===== config.mk =====
export PLATFORM = sky130hd
export DESIGN_NAME = thread_pick_stage
export DESIGN_NICKNAME = d
export VERILOG_FILES = /design/src/rtl/tps_pkg.sv /design/src/rtl/tps_thread_state.sv /design/src/rtl/tps_lru.sv /design/src/rtl/thread_pick_stage.sv
export SDC_FILE = /design/constraint.sdc
export NUM_CORES = 1
export LEC_CHECK = 0
export ABC_AREA = 1
export BUFFER_PORTS_ARGS = -buffer_cell sky130_fd_sc_hd__buf_2
export CAP_MARGIN = 15
export CORE_UTILIZATION = 55
export CTS_CLUSTER_SIZE = 10
export DETAILED_ROUTE_END_ITERATION = 16
export GPL_ROUTABILITY_DRIVEN = 0
export PLACE_DENSITY = 0.81
export SETUP_SLACK_MARGIN = 0.1
export SYNTH_ARGS = -nofsm -noshare
export SYNTH_HDL_FRONTEND = slang
export SYNTH_SLANG_ARGS = --single-unit

===== constraint.sdc =====
create_clock -name clk -period 2.05 [get_ports clk]
set_input_delay 0.3075 -clock clk [delete_from_list [all_inputs] [get_ports clk]]
set_output_delay 0.3075 -clock clk [all_outputs]
set_load 0.05 [all_outputs]

===== src/rtl/tps_pkg.sv =====
package tps_pkg;
  localparam int CLSW = 3;

  typedef enum logic [CLSW-1:0] {
    CLS_PLAIN  = 3'd0,
    CLS_LOAD   = 3'd1,
    CLS_BRANCH = 3'd2,
    CLS_MUL    = 3'd3,
    CLS_DIV    = 3'd4
  } instr_cls_e;

  function automatic logic is_long(input logic [CLSW-1:0] c);
    return (c == CLS_BRANCH) || (c == CLS_MUL) || (c == CLS_DIV);
  endfunction
endpackage


===== src/rtl/tps_thread_state.sv =====
module tps_thread_state
  import tps_pkg::*;
#(
  parameter int SHADOW = 2
) (
  input  logic            clk,
  input  logic            rst,
  input  logic            buf_v,
  input  logic            stall,
  input  logic            trap,
  input  logic            issue,
  input  logic [CLSW-1:0] cls,
  input  logic            lop_done,
  input  logic            miss,
  input  logic            miss_done,
  output logic            rdy,
  output logic            flush_req
);
  localparam int SHW = $clog2(SHADOW + 1);

  logic [SHW-1:0] shadow_q;
  logic           lop_wait_q;
  logic           miss_wait_q;
  logic           ld_pend_q;
  logic           spec_q;

  assign rdy = buf_v && !stall && !trap && !lop_wait_q && !miss_wait_q
               && (shadow_q == '0) && !miss;
  assign flush_req = miss && spec_q;

  always_ff @(posedge clk) begin
    if (rst) begin
      shadow_q    <= '0;
      lop_wait_q  <= 1'b0;
      miss_wait_q <= 1'b0;
      ld_pend_q   <= 1'b0;
      spec_q      <= 1'b0;
    end else begin
      if (issue && cls == CLS_LOAD) shadow_q <= SHW'(SHADOW);
      else if (shadow_q != '0)      shadow_q <= shadow_q - 1'b1;

      if (issue && is_long(cls)) lop_wait_q <= 1'b1;
      else if (lop_done)         lop_wait_q <= 1'b0;

      if (miss) begin
        miss_wait_q <= 1'b1;
        spec_q      <= 1'b0;
        ld_pend_q   <= 1'b0;
      end else begin
        if (miss_done) miss_wait_q <= 1'b0;
        if (issue) begin
          if (cls == CLS_LOAD) begin
            ld_pend_q <= 1'b1;
            spec_q    <= 1'b0;
          end else begin
            spec_q    <= ld_pend_q;
            ld_pend_q <= 1'b0;
          end
        end
      end
    end
  end
endmodule


===== src/rtl/tps_lru.sv =====
module tps_lru #(
  parameter int NTHR = 4
) (
  input  logic                    clk,
  input  logic                    rst,
  input  logic [NTHR-1:0]         rdy,
  output logic                    hit,
  output logic [$clog2(NTHR)-1:0] pick
);
  localparam int TIDW = $clog2(NTHR);

  logic [TIDW-1:0] order_q [NTHR];
  logic [TIDW-1:0] pos;

  always_comb begin
    hit = 1'b0;
    pos = '0;
    for (int k = NTHR - 1; k >= 0; k--) begin
      if (rdy[order_q[k]]) begin
        hit = 1'b1;
        pos = TIDW'(k);
      end
    end
    pick = order_q[pos];
  end

  for (genvar k = 0; k < NTHR; k++) begin : g_slot
    if (k < NTHR - 1) begin : g_mid
      always_ff @(posedge clk) begin
        if (rst)                          order_q[k] <= TIDW'(k);
        else if (hit && TIDW'(k) >= pos)  order_q[k] <= order_q[k+1];
      end
    end else begin : g_tail
      always_ff @(posedge clk) begin
        if (rst)      order_q[k] <= TIDW'(k);
        else if (hit) order_q[k] <= pick;
      end
    end
  end
endmodule


===== src/rtl/thread_pick_stage.sv =====
module thread_pick_stage
  import tps_pkg::*;
#(
  parameter int NTHR        = 4,
  parameter int LOAD_SHADOW = 2
) (
  input  logic                    clk,
  input  logic                    rst,
  input  logic [NTHR-1:0]         buf_valid,
  input  logic [NTHR*3-1:0]       head_cls,
  input  logic [NTHR-1:0]         stall,
  input  logic [NTHR-1:0]         trap,
  input  logic [NTHR-1:0]         lop_done,
  input  logic                    ld_miss,
  input  logic [$clog2(NTHR)-1:0] ld_miss_tid,
  input  logic [NTHR-1:0]         miss_done,
  output logic                    issue_vld,
  output logic [$clog2(NTHR)-1:0] issue_tid,
  output logic                    flush_vld,
  output logic [$clog2(NTHR)-1:0] flush_tid
);
  localparam int TIDW = $clog2(NTHR);

  logic [NTHR-1:0] rdy;
  logic [NTHR-1:0] flush_req;
  logic            hit;
  logic [TIDW-1:0] pick;

  tps_lru #(.NTHR(NTHR)) u_lru (
    .clk  (clk),
    .rst  (rst),
    .rdy  (rdy),
    .hit  (hit),
    .pick (pick)
  );

  for (genvar t = 0; t < NTHR; t++) begin : g_thr
    tps_thread_state #(.SHADOW(LOAD_SHADOW)) u_st (
      .clk       (clk),
      .rst       (rst),
      .buf_v     (buf_valid[t]),
      .stall     (stall[t]),
      .trap      (trap[t]),
      .issue     (hit && pick == TIDW'(t)),
      .cls       (head_cls[t*CLSW +: CLSW]),
      .lop_done  (lop_done[t]),
      .miss      (ld_miss && ld_miss_tid == TIDW'(t)),
      .miss_done (miss_done[t]),
      .rdy       (rdy[t]),
      .flush_req (flush_req[t])
    );
  end

  always_ff @(posedge clk) begin
    if (rst) begin
      issue_vld <= 1'b0;
      issue_tid <= '0;
      flush_vld <= 1'b0;
      flush_tid <= '0;
    end else begin
      issue_vld <= hit;
      if (hit) issue_tid <= pick;
      flush_vld <= |flush_req;
      if (|flush_req) flush_tid <= ld_miss_tid;
    end
  end
endmodule


==> metrics.yaml <==
synth:
  postSynth.asyncResetShare: 0
  synthesis.nets: 350
  avgSynthCellArea_um2: 7.12
  synth_seq_area_share: 0.378
  ys.warnings.count: 0
  edff_count_synth: 8
  post_synthesis_cell_area_um2: 2230
  synth_top_flop_cell: "dfxtp_1"
  synth_register_bits: 38
  number_of_instances_in_the_synthesized_netlist: 313
  synthDistinctLibCells: 27
drt:
  detailedRoute.firstIterationViolations: 170
  wl_met2_um: 3580
  ant_nets: 0
  vias_per_cell: 5.78
  highest_layer: "met4"
  wirelength_met1_um: 2780
  met3_wirelength_um: 703
  routed_wl_um: 7490
  detailroute.via_count: 2528
  drc_errors: 0
  first_pass_iters: 5
  routedWlPerCell_um: 17.1
placement:
  io_buffer_count: 42
  placed_cell_area_um2: 2570
  dp.cells: 412
  place_hpwl_um: 3930
worst_setup_path:
  most_prevalent_standard_cell_on_the_critical_path: "nor2_4"
  timing.critical_path.slowest_cell_delay_ns: 0.34
  worstPathMaxFanout: 5
  critPathSlowestCell: "dfxtp_2"
  worstPathArrival_ns: 2.52
  worst_setup_path_start_kind: "flip-flop"
  cpLargestDelayFamily: "simple AND/OR/NAND/NOR gates"
  setup_crit_end_kind: "flip-flop"
  crit_chain: "nor2_4 -> nand2_2 -> nor2_4 -> nand3_1 -> nand2_1 -> nand2_1 -> nand2_2 -> buf_4 -> nor2_4 -> nor2_8 -> buf_4 -> nand2_4 -> nand2_4 -> nand4_1 -> a21oi_1"
  path_class: "reg -> reg"
  timing.critical_path.depth: 15
  worst-endpoint-required_ns: 2.25
  critical_path.n_buffers_inverters: 2
  worst_r2r_path_depth: 15
floorplanning:
  floorplan.initialDensity: 0.591
  core_area_um2: 3770
  row_count: 22
  die_height_um: 65.6
  floorplan.die_area_um2: 4310
  die_width_um: 65.6
  boundaryPins: 43
hold_path:
  hold-path-cell-count: 4
  worst_hold_path_type: "in -> reg"
power_and_ir_drop:
  power.switching_w: 0.00234
  part_of_the_power_in_combinational_logic: 0.639
  p_sw_frac: 0.496
  sequentialPowerShare: 0.229
  ir_drop_mv: 1.15
  p_int_w: 0.00238
  overall_power_after_layout_w: 0.00472
  power.share.clock: 0.133
  power-per-cell-area_nw_per_um2: 1510
  power.static_leakage_nw: 1.50
timing:
  unrepaired_setup_endpoints_after_global_routing: "true"
  worst_slack_ns: -0.273
  max-slew-margin-rel: 0.684
  fmax_ghz: 0.430
  max_slew.worst_pin.slew_ns: 0.473
  clock_skew_ns: 0.00907
  min_period_ns: 2.32
  layout_worst_path_cycle_share: 1.13
  final-hold-violation-count: 0
  fin_tns_setup_ns: -2.16
  setup_viol: 19
  final_max_slew_viol_count: 0
clock_tree:
  tritoncts: "yes"
  cts-htree-levels: 2
  ctsLongestPathBuffers: 2
  cts.root.buffer_cell: "clkbuf_8"
  tritoncts_num_sinks: 38
  worst_skew_pair_latency_ns: 0.30
  hold_buffer_count_at_cts: 0
  tritoncts.num_buffers: 5
  clkTransAtPathRegs_ns: 0.08
cells_and_area:
  n_antenna_cell: 0
  area_growth_pct: 40.3
  stdcell_area_um2: 3130
  layout-drive-gt1-share: 0.473
  layout.cells.most_common: "nand2_1"
  post_layout_nonfiller_instances: 437
  finalNetCount: 425
  most-common-layout-cells: "nand2_1 (58), inv_1 (46), buf_2 (42)"
grt:
  grt-ovfl-total: 0
  initial_antenna_violation_count: 0
  global_route.usage.total: 0.285
  number_of_global_route_vias_before_repair: 2009
  grt_max_degree: 23
  grt_pass1_wl_um: 9270
run_status:
  run_status: "complete, but fails checks"
  violations: "negative setup slack"
flow_run:
  max_cap_violations: 0
[power groups by stage]
| stage | clock network, W | registers, W | logic (W) |
|---|---|---|---|
| CTS | 0.000620 | 0.00105 | 0.00220 |
| global route | 0.000649 | 0.00109 | 0.00318 |
| floorplan | 0 | 0.00114 | 0.00143 |
| finish | 0.000627 | 0.00108 | 0.00302 |
| detailed placement | 0 | 0.00106 | 0.00195 |
| global placement | 0 | 0.00105 | 0.00191 |
[through the flow]
step                      hold WS [ns]  setup WS, ns  utilization
after floorplan                  0.414         0.250            -
after global placement           0.434       -0.0747        0.682
after detailed placement         0.447        -0.119        0.682
after CTS                        0.249        0.0325        0.750
after global routing             0.270        -0.276        0.829
final                            0.255        -0.273        0.829
[per-layer routing]
layer	global-route usage	vias to the layer above
met5	0	-
met4	0.0978	0
met3	0.0556	56
met2	0.473	177
met1	0.366	1160
li1	-	1135
[worst paths after layout]
check | from | end | slack, ns
hold / removal | miss_done[1] | g_thr[1].u_st.miss_wait_q$_SDFFE_PP0P_ | 0.26
setup reg to reg | g_thr[2].u_st.shadow_q[0]$_SDFFE_PP0P_ | g_thr[3].u_st.ld_pend_q$_SDFFE_PP0P_ | -0.27
hold reg to reg | g_thr[0].u_st.shadow_q[1]$_SDFFE_PP0P_ | g_thr[0].u_st.shadow_q[0]$_SDFFE_PP0P_ | 0.44
setup / recovery | g_thr[2].u_st.shadow_q[0]$_SDFFE_PP0P_ | g_thr[3].u_st.ld_pend_q$_SDFFE_PP0P_ | -0.27
[cell usage after synthesis (2+ instances only)]
library cell,number,area [um2]
nor3_1,8,40.0
nand2_2,9,56.3
or2_2,2,12.5
a21oi_1,18,90.1
dfxtp_1,30,601
nor2_8,2,40.0
inv_4,2,12.5
inv_1,49,184
clkbuf_1,3,11.3
inv_2,5,18.8
nand2_1,76,285
nand3_1,25,125
o21a_1,2,15.0
nor2_1,29,109
nor2_4,4,45.0
nand2_4,8,90.1
o21ai_0,3,15.0
nand4_1,6,37.5
nor2_2,8,50.1
edfxtp_1,8,240
nand3_2,10,100
[sequential cells by signal, indices dropped and copies added, names as in the netlist]
| signal | count |
|---|---|
| g_thr.u_st.miss_wait_q | 4 |
| g_thr.u_st.ld_pend_q | 4 |
| issue_vld | 1 |
| flush_vld | 1 |
| flush_tid | 2 |
| g_thr.u_st.shadow_q | 8 |
| g_thr.u_st.lop_wait_q | 4 |
| g_thr.u_st.spec_q | 4 |
| issue_tid | 2 |
| u_lru.order_q | 8 |
[kinds of logic (layout without fill, tap and decap cells)]
family                 after synthesis  in the layout  synth area share
AO/OA/AOI/OAI                       26             26            0.0629
buffers and inverters               60            135             0.107
AND/OR/NAND/NOR                    189            190             0.453
flip-flops                          38             38             0.378
[worst register-to-register path, cell delays in order (launching register included)]
cell     delay [ns]
dfxtp_2        0.34
nor2_4         0.15
nand2_2        0.10
nor2_4         0.13
nand3_1        0.10
nand2_1        0.08
nand2_1        0.08
nand2_2        0.12
buf_4          0.13
nor2_4         0.05
nor2_8         0.17
buf_4          0.16
nand2_4        0.07
nand2_4        0.08
nand4_1        0.19
a21oi_1        0.27
[final cells by class]
type | count | area [um2]
Multi-Input combinational cell | 216 | 1450
Sequential cell | 38 | 853
Fill cell | 195 | 646
Timing Repair Buffer | 71 | 432
Inverter | 56 | 223
Clock buffer | 8 | 111
Tap cell | 48 | 60.1
[repair_timing]
item / in CTS / in global routing
setup endpoints to repair: 20 / 21
pin swaps: 25 / 28
endpoints found under the hold margin: 0 / 0
gates resized for setup: 34 / 52
buffers inserted: 5 / 11
cloned: 1 / 0
Power figures use the tool's default switching activity.
